--- src/rtl/ifc_pkg.sv ---
package ifc_pkg;

   typedef enum logic [1:0] {
      VAR_A   = 2'd0,
      VAR_B   = 2'd1,
      VAR_C   = 2'd2,
      VAR_BYP = 2'd3
   } ifc_variant_e;

   // window indices
   localparam int W_ERR_WIDE  = 0; // FE800000..FEFFFFFF  (A, C error)
   localparam int W_ERR_SPR   = 1; // FEFF0600..FEFF7FFF  (B error)
   localparam int W_ERR_MID   = 2; // FE800000..FEFEFFFF  (B error)
   localparam int W_EXC_B     = 3; // FE004000..FE7FFFFF  (B exception)
   localparam int W_GATE_B    = 4; // FE000000..FE003FFF  (B gated)
   localparam int W_EXC_C     = 5; // FE008000..FE7FFFFF  (C exception)
   localparam int W_GATE_C    = 6; // FE000000..FE007FFF  (C gated)
   localparam int NUM_WIN     = 7;

   function automatic logic [31:0] win_lo(int idx);
      case (idx)
         W_ERR_WIDE: win_lo = 32'hFE80_0000;
         W_ERR_SPR:  win_lo = 32'hFEFF_0600;
         W_ERR_MID:  win_lo = 32'hFE80_0000;
         W_EXC_B:    win_lo = 32'hFE00_4000;
         W_GATE_B:   win_lo = 32'hFE00_0000;
         W_EXC_C:    win_lo = 32'hFE00_8000;
         default:    win_lo = 32'hFE00_0000;
      endcase
   endfunction

   function automatic logic [31:0] win_hi(int idx);
      case (idx)
         W_ERR_WIDE: win_hi = 32'hFEFF_FFFF;
         W_ERR_SPR:  win_hi = 32'hFEFF_7FFF;
         W_ERR_MID:  win_hi = 32'hFEFE_FFFF;
         W_EXC_B:    win_hi = 32'hFE7F_FFFF;
         W_GATE_B:   win_hi = 32'hFE00_3FFF;
         W_EXC_C:    win_hi = 32'hFE7F_FFFF;
         default:    win_hi = 32'hFE00_7FFF;
      endcase
   endfunction

endpackage

--- src/rtl/ifc_classify.sv ---
module ifc_classify
   import ifc_pkg::*;
#(
   parameter int ADDR_W = 32
) (
   input  logic [1:0]         variant_i,
   input  logic               ram_en_i,
   input  logic               mis_i,
   input  logic [NUM_WIN-1:0] hit_i,
   input  logic [ADDR_W-1:0]  raw_addr_i,
   input  logic [ADDR_W-1:0]  aligned_i,
   output logic [ADDR_W-1:0]  addr_o,
   output logic               mis_f_o,
   output logic               err_f_o,
   output logic               exc_f_o
);
   ifc_variant_e var_e;
   assign var_e = ifc_variant_e'(variant_i);

   always_comb begin
      addr_o  = aligned_i;
      mis_f_o = 1'b0;
      err_f_o = 1'b0;
      exc_f_o = 1'b0;
      unique case (var_e)
         VAR_A: begin
            // misalignment is folded into the error flag
            err_f_o = mis_i | hit_i[W_ERR_WIDE];
         end
         VAR_B: begin
            mis_f_o = mis_i;
            if (hit_i[W_ERR_SPR] || hit_i[W_ERR_MID])
               err_f_o = 1'b1;
            else if (hit_i[W_EXC_B])
               exc_f_o = 1'b1;
            else if (!ram_en_i && hit_i[W_GATE_B])
               exc_f_o = 1'b1;
         end
         VAR_C: begin
            if (hit_i[W_ERR_WIDE])
               err_f_o = 1'b1;
            else if (hit_i[W_EXC_C])
               exc_f_o = 1'b1;
            else if (!ram_en_i && hit_i[W_GATE_C])
               exc_f_o = 1'b1;
         end
         default: begin
            addr_o = raw_addr_i;
         end
      endcase
   end
endmodule

--- config.mk ---
export PLATFORM = sky130hd
export DESIGN_NAME = ifc_classify
export DESIGN_NICKNAME = d
export VERILOG_FILES = /design/src/rtl/ifc_pkg.sv /design/src/rtl/ifc_classify.sv
export SDC_FILE = /design/constraint.sdc
export NUM_CORES = 1
export LEC_CHECK = 0
export ABC_AREA = 1
export BUFFER_PORTS_ARGS = -buffer_cell sky130_fd_sc_hd__buf_2
export CORE_MARGIN = 2
export CORE_UTILIZATION = 30
export DETAILED_ROUTE_END_ITERATION = 10
export PLACE_DENSITY = 0.84
export REMOVE_ABC_BUFFERS = 1
export SYNTH_ARGS = -nofsm -noshare
export SYNTH_HDL_FRONTEND = slang
export SYNTH_SLANG_ARGS = --single-unit
--- constraint.sdc ---
create_clock -name vclk -period 2
set_clock_uncertainty 0.2 [all_clocks]
set_input_delay 0.4 -clock vclk [all_inputs]
set_output_delay 0.4 -clock vclk [all_outputs]
set_load 0.01 [all_outputs]
=== After elaboration in Yosys (flattened, before gate mapping) ===
Cells that the tools add are included.
W data, S select, Z words.

* $add $sub $neg: 0
* Eq/ne operators: 2
* Order comparisons: 0
* Bitwise logic cells: 1
* Multiplexer cells: 12
* Div/mod/pow operators: 0
* $mul: 0
* Shift operators: 0
* Reductions and logical operators: 6

{| class="wikitable"
|+ Operators with widths
! cell !! count
|-
| $mux W32 || 1
|-
| $mux W1 || 9
|-
| $pmux W1 S3 || 1
|-
| $reduce_or A3 Y1 || 1
|-
| $eq A2 B1 Y1 const B || 1
|-
| $eq A2 B2 Y1 const B || 1
|-
| $logic_and A1 B1 Y1 || 2
|-
| $logic_not A2 Y1 || 1
|-
| $pmux W1 S2 || 1
|-
| $logic_not A1 Y1 || 1
|-
| $logic_or A1 B1 Y1 || 1
|-
| $or A1 B1 Y1 || 1
|}

* Bits in read-only memories: 0
* Latch bits: 0
* RAM bits: 0
* Memories: 0
* Register bits after elaboration: 0

=== Logic depth before layout (Yosys ltp) ===
Gate-level depths: netlist of the first run.

* Depth after elaboration: 6
* Depth in mapped cells: 6
* Depth with buffers taken out: 6

=== Worst setup path after synthesis of the first run ===
Ideal clock, no wire load.

* Path type: input to output
* Start: in variant_i[0]
* End: out addr_o[10]
* Cell stages on the path: 4
* Arrival: 1.172 ns
* Path buffers: 2
* Slack: 0.228 ns
* Cell sequence: ha_1 buf_6 buf_12 mux2_4

* Longest elaborated chain between the ends: 3

{| class="wikitable"
|+ Ends and longest elaborated chain
! element !! RTL line !! source
|-
| start, declared || ifc_classify.sv:6 || <nowiki>input logic [1:0] variant_i,</nowiki>
|-
| $eq A2 B2 Y1 (tied with other cells) || ifc_classify.sv:25 || <nowiki>unique case (var_e)</nowiki>
|-
| $reduce_or A3 Y1 (no source line) (*) || -- ||
|-
| $mux W32 (*) || ifc_classify.sv:25 ||
|-
| end, declared || ifc_classify.sv:12 || <nowiki>output logic [ADDR_W-1:0] addr_o,</nowiki>
|}

Every way passes the cells marked *; elsewhere a longest branch is shown, timed or not.

=== Worst setup path after layout of the first run ===
* Start: in variant_i[0]
* End: out addr_o[2]

Same word-level chain as after synthesis.

==> Implementation_results.wiki, run 1 <==
{| class="wikitable"
! Metric !! Value
|-
| Result of the run || complete, no violations
|-
| Mean Syn Cell Area || between 10 and 15 um^2
|-
| Post-layout instance area || 1319 um^2
|-
| Worst-case vdd ir drop || roughly 0.13 mV
|-
| Number of placed cells counting well taps || about 210
|-
| Hold path cells || 4
|-
| Post-DR wirelength/cell || 10.92 um
|-
| Setup Slack @ Placement || -0.005962 ns
|-
| Min-delay worst type || in -> out
|-
| Max Slew Vio Count || 0
|-
| Num rows || 17
|-
| Synth-to-Final Area Change || 88.55%
|-
| Global router's overall resource usage || between 10% and 20%
|-
| Final standard cell count with taps included and fillers excluded || between 200 and 250
|-
| Minimum clock period after layout || 1.923 ns
|-
| Area of the placeable core || around 2200 um^2
|-
| Leak || slightly above 0.8 nW
|-
| Via count of the first global-routing pass || about 770
|-
| Max Freq || 520.1 MHz
|-
| Routed Wire Length || 2.282 mm
|-
| Chip Height || about 52 um
|-
| Yosys warns || 0
|-
| Number of distinct library cells after synthesis || 10
|-
| Start point of the critical path || variant_i[0]
|-
| Worst hold path startpoint || mis_i
|-
| Number of placed I/O pins || 110
|-
| HPWL reported at the end of detailed placement || ~2.1 mm
|-
| Violation count after the first detailed-route iteration || 6
|-
| Number of buffers added on ports || 110
|-
| Area taken by flip-flops and latches || 0 um^2
|-
| Vias after detailed routing || about 890
|-
| WHS Endpoint || mis_f_o
|-
| Total of max-cap violations || 0
|-
| Routability cong. || 0.7084
|-
| Number of buffers inserted by post-CTS setup repair || 0
|-
| Cell Area, Synth || approximately 700 um^2
|-
| Data required time at the worst endpoint || 1.40 ns
|-
| Seq cells || 0
|-
| PD cells || around 220 nW/um^2
|-
| Worst slew margin || about 93%
|-
| Antenna violations before repair || 0
|-
| Number of cells produced by synthesis || 68
|-
| Kind of end point of the critical path || primary output
|-
| Final Cycle Share || 96.14%
|-
| Total of clock buffers placed in the layout || 0
|-
| Least-Margin Pin Slew || between 0.1 and 0.15 ns
|-
| Arrival time at the worst endpoint || 1.32 ns
|-
| Largest net degree at the start of global routing || 14
|-
| Number of endpoints failing setup at the final stage || 0
|-
| Crit path kind || in -> out
|-
| Maximum fanout count along the critical path || 13
|-
| Post-Place Cell Area || roughly 1300 um^2
|-
| Area of the die || ~2700 um^2
|-
| Seq/Total Area, Yosys || 0%
|-
| Vias per Instance || about 4.2
|-
| First-pass detailed-route iteration total || 3
|-
| Global-route wire length before repair || between 3 and 4 mm
|-
| Grt total ovfl || 0
|-
| N_diodes || 0
|-
| Width of the die || 52.29 um
|-
| Antenna viol nets, final || 0
|-
| Kind of start point of the critical path || input pin
|-
| DRC violation count after routing || 0
|-
| RSZ-0062 raised after global routing || false
|-
| Count of final hold-check violations || 0
|-
| Fraction of final layout cells sized beyond drive strength 1 || between 80% and 90%
|-
| Number of nets in the layout || roughly 260
|-
| Starting Density || a little under a third
|-
| Worst Slack Setup Final || between 0.07 and 0.08 ns
|}
[kinds of logic (layout without fill, tap and decap cells)]
group / count (synthesis) / after routing / share of synthesized area, %
compound gates: 3 / 3 / 2.146
fa+ha+maj: 4 / 4 / 7.156
buf+inv: 16 / 129 / 16.64
mux: 32 / 32 / 67.08
simple gates: 13 / 13 / 6.977
[Yosys cell counts]
master   number  area share [%]
mux2_4       29              62
inv_1        12             6.4
nand2_1      11             5.9
ha_1          4             7.2
buf_12        3             8.6
mux2_2        3             4.8
a21oi_1       2             1.4
nor2_1        2             1.1
buf_6         1             1.6
o21ai_0       1            0.71
[final cells by class]
type | count | area (um^2)
fillers | 213 | 893.4
repair buffers | 117 | 628.1
multi-input cells | 52 | 610.6
inverters | 12 | 45.04
well taps | 28 | 35.03
[routing by layer]
| metal | part of all wire (%) | routed length, um | up-vias | GRT usage (%) |
|---|---|---|---|---|
| met5 | 0 | 0 | - | 0 |
| met4 | 0 | 0 | 0 | 0 |
| met3 | 14 | 310 | 0 | 2.857 |
| met2 | 55 | 1249 | 56 | 32.29 |
| met1 | 32 | 722 | 377 | 14.12 |
| li1 | - | - | 452 | - |
[repair_timing]
item / 4_1_cts / 5_1_grt
setup endpoints to repair: 3 / 2
resized for setup: 1 / 6
hold buffers: 0 / 0
gates cloned: 0 / 0
pin swaps: 0 / 2
[worst max-delay path: stages]
cell,delay (ns)
buf_2,0.11
ha_4,0.19
buf_12,0.17
mux2_4,0.31
buf_2,0.14
[how the worst max path moves through the flow]
stage	slack (ns)	end	cells past startpoint
floorplan	-0.69	addr_o[0]	2
global placement	0.03	addr_o[11]	5
detailed placement	-0.006	addr_o[2]	5
CTS	0.02	exc_f_o	9
global route	0.005	err_f_o	9
finish	0.08	addr_o[2]	5
[power by group]
group          total (mW)  switching, mW  internal, mW
registers               0              0             0
clock network           0              0             0
logic               0.294          0.112         0.182
total               0.294          0.112         0.182
[cells in the final DEF (no fill, tap or decap)]
cell / count
nand2_1: 11
buf_2: 110
buf_4: 5
ha_1: 1
mux2_4: 29
mux2_2: 3
buf_12: 2
nor2_1: 2
inv_2: 2
o21ai_1: 1
ha_4: 2
ha_2: 1
inv_1: 10
a21oi_1: 2
[through the flow]
stage	power (mW)	hold slack [ns]	setup TNS [ns]	util (%)
finish	0.2942	0.8887	0	59.62
global route	0.3205	0.9199	0	59.62
CTS	0.2960	0.8887	0	58.94
detailed placement	0.2933	0.8887	-0.009200	58.48
global placement	0.2861	0.8804	0	58.48
floorplan	0.1491	0.6966	-19.83	-
Power figures use the tool's default switching activity.
==> run 2, diff against run 1 <==
- MAX_ROUTING_LAYER: not set -> met4
- REMOVE_ABC_BUFFERS: 1 -> not set
==> run 2 against run 1 <==
Against the previous run: sequential cell count did not move; cell count fell by 0.96%; fmax is 1.6% lower; worst hold slack is essentially flat; core utilization rose by 0.79 points; routed wire length increased by 1.1%; die area unchanged; via count grew 1.9%; power grew 2.1%; global-route usage down 0.17 points; first-iteration DRC count fell by 50%; non-clock buffer count down 2.
==> Implementation_results.wiki, run 2 (synthesis results as in run 1) <==
{| class="wikitable"
! Metric !! Value
|-
| Most prevalent standard cell on the critical path || buf_2
|-
| Hold path cells || 4 (unchanged)
|-
| Vias after detailed routing || 902 (+1.9%)
|-
| Max Slew Vio Count || 0 (unchanged)
|-
| Slowest cell delay on critical path || 0.33 ns (+0.02 ns)
|-
| Data required time at the worst endpoint || 1.40 ns (about the same)
|-
| Largest net degree at the start of global routing || 19 (+5)
|-
| Area taken by flip-flops and latches || 0 um^2 (unchanged)
|-
| HPWL reported at the end of detailed placement || 2.062 mm (-3.2%)
|-
| Crit path kind || in -> out
|-
| Slowest CP cell || mux2_2
|-
| Area of the placeable core || 2212 um^2 (unchanged)
|-
| Arrival time at the worst endpoint || 1.35 ns (+0.03 ns)
|-
| Synth-to-Final Area Change || 91.06%
|-
| Kind of start point of the critical path || input pin
|-
| Maximum fanout count along the critical path || 14 (+1)
|-
| Width of the die || 52.29 um (unchanged)
|-
| Worst-case vdd ir drop || 0.1416 mV (+5.2%)
|-
| Most used cells in the layout excluding fill and tap cells || buf_2, mux2_4, nand2_1
|-
| Post-DR wirelength/cell || 11.14 um (+2.1%)
|-
| Via count of the first global-routing pass || 838 (+9.3%)
|-
| Filler cell count || 197 (-7.5%)
|-
| N_diodes || 0 (unchanged)
|-
| Start point of the critical path || variant_i[0]
|-
| Fraction of final layout cells sized beyond drive strength 1 || 84.92% (-0.17 points)
|-
| Worst slew margin || 92.15% (-0.77 points)
|-
| Min-delay worst type || in -> out
|-
| Total of max-cap violations || 0 (unchanged)
|-
| Least-Margin Pin Slew || 0.1169 ns (+0.01149 ns)
|-
| Number of buffers added on ports || 110 (unchanged)
|-
| Number of nets in the layout || 260 (-0.76%)
|-
| Violation count after the first detailed-route iteration || 3 (-3)
|-
| Final Cycle Share || 97.71% (+1.6 points)
|-
| PD cells || 224.9 nW/um^2 (+0.79%)
|-
| Number of placed I/O pins || 110 (unchanged)
|-
| Worst Slack Setup Final || 0.04582 ns (-0.03146 ns)
|-
| Total of clock buffers placed in the layout || 0 (unchanged)
|-
| Kind of end point of the critical path || primary output
|-
| Setup crit end || addr_o[31]
|-
| Count of final hold-check violations || 0 (unchanged)
|-
| Starting Density || 31.62% (unchanged)
|-
| Post-Place Cell Area || 1271 um^2 (-1.7%)
|-
| Area of the multi-input gates || 620.6 um^2 (+1.6%)
|-
| Result of the run || complete, no violations
|-
| Post-layout instance area || 1336 um^2 (+1.3%)
|-
| Num rows || 17 (unchanged)
|-
| Antenna violations before repair || 0 (unchanged)
|-
| First-pass detailed-route iteration total || 3 (unchanged)
|-
| Global-route wire length before repair || 3.070 mm (-2.2%)
|-
| Vias per Instance || 4.357 (+2.9%)
|-
| Setup Slack @ Placement || -0.009257 ns (-0.003295 ns)
|-
| Net count after synthesis || approximately 150
|-
| DRC violation count after routing || 0 (unchanged)
|-
| Leak || 0.8233 nW (-0.24%)
|-
| Global router's overall resource usage || 14.47% (-0.17 points)
|-
| Seq cells || 0 (unchanged)
|-
| Number of endpoints failing setup at the final stage || 0 (unchanged)
|-
| Critical path cell sequence || buf_2 -> ha_4 -> buf_12 -> mux2_2 -> buf_2
|-
| Minimum clock period after layout || 1.954 ns (+0.03146 ns)
|-
| Routed Wire Length || 2.307 mm (+1.1%)
|-
| Commonest non-fill, non-tap cell in the layout || buf_2
|-
| Area of the die || 2734 um^2 (unchanged)
|-
| Antenna viol nets, final || 0 (unchanged)
|-
| Routability cong. || 0.6551 (-7.5%)
|-
| Grt total ovfl || 0 (unchanged)
|-
| Max Freq || 511.7 MHz (-1.6%)
|-
| Number of buffers inserted by post-CTS setup repair || 0 (unchanged)
|-
| Chip Height || 52.29 um (unchanged)
|}
==> run 2: per-layer routing <==
metal | vias to the layer above | GRT usage (%) | routed length (um)
met5 | - | - | 0
met4 | 0 | 0 | 0
met3 | 0 | 1.429 | 303
met2 | 68 | 32.71 | 1226
met1 | 386 | 13.10 | 777
li1 | 448 | - | -
==> run 2: per-stage QoR <==
stage               cells  power, mW  utilization, %  hold WS, ns  TNS (ns)
detailed placement    206     0.2901           57.47       0.8889  -0.03577
global route          207     0.3260           60.41       0.8987  -0.01500
finish                207     0.3005           60.41       0.8890         0
floorplan              68     0.1609               -       0.6966         0
global placement      206     0.2835           57.47       0.8918         0
CTS                   206     0.2905           57.47       0.8891  -0.03515
==> run 2: timing repair <==
action                                  4_1_cts  5_1_grt
gates cloned                                  0        1
endpoints found under the hold margin         0        0
pin swaps                                     0        1
hold buffers                                  0        0
gates resized for setup                       0       10
endpoints found under the setup margin       10       23
==> run 2: worst min path at each step <==
stage               slack [ns]   from  endpoint
global placement          0.89  mis_i   mis_f_o
detailed placement        0.89  mis_i   mis_f_o
global route              0.90  mis_i   mis_f_o
floorplan                 0.70  mis_i   mis_f_o
finish                    0.89  mis_i   mis_f_o
CTS                       0.89  mis_i   mis_f_o
==> run 2: power by group <==
part	switching (mW)	leakage (nW)	total [mW]	internal, mW
clock network	0	0	0	0
registers	0	0	0	0
logic	0.116	0.823	0.300	0.184
total	0.116	0.823	0.300	0.184
==> run 2: area by class of cell <==
class                           instances  share of cell area (%)
Timing Repair Buffer                  115                   47.19
Multi-Input combinational cell         52                   46.44
Tap cell                               28                   2.622
Inverter                               12                   3.745
==> run 2: worst max-delay path: cells and delay by family <==
| kind | cells | cell delay [ns] |
|---|---|---|
| buffers and inverters | 3 | 0.43 |
| adders and majority gates | 1 | 0.20 |
| muxes | 1 | 0.33 |
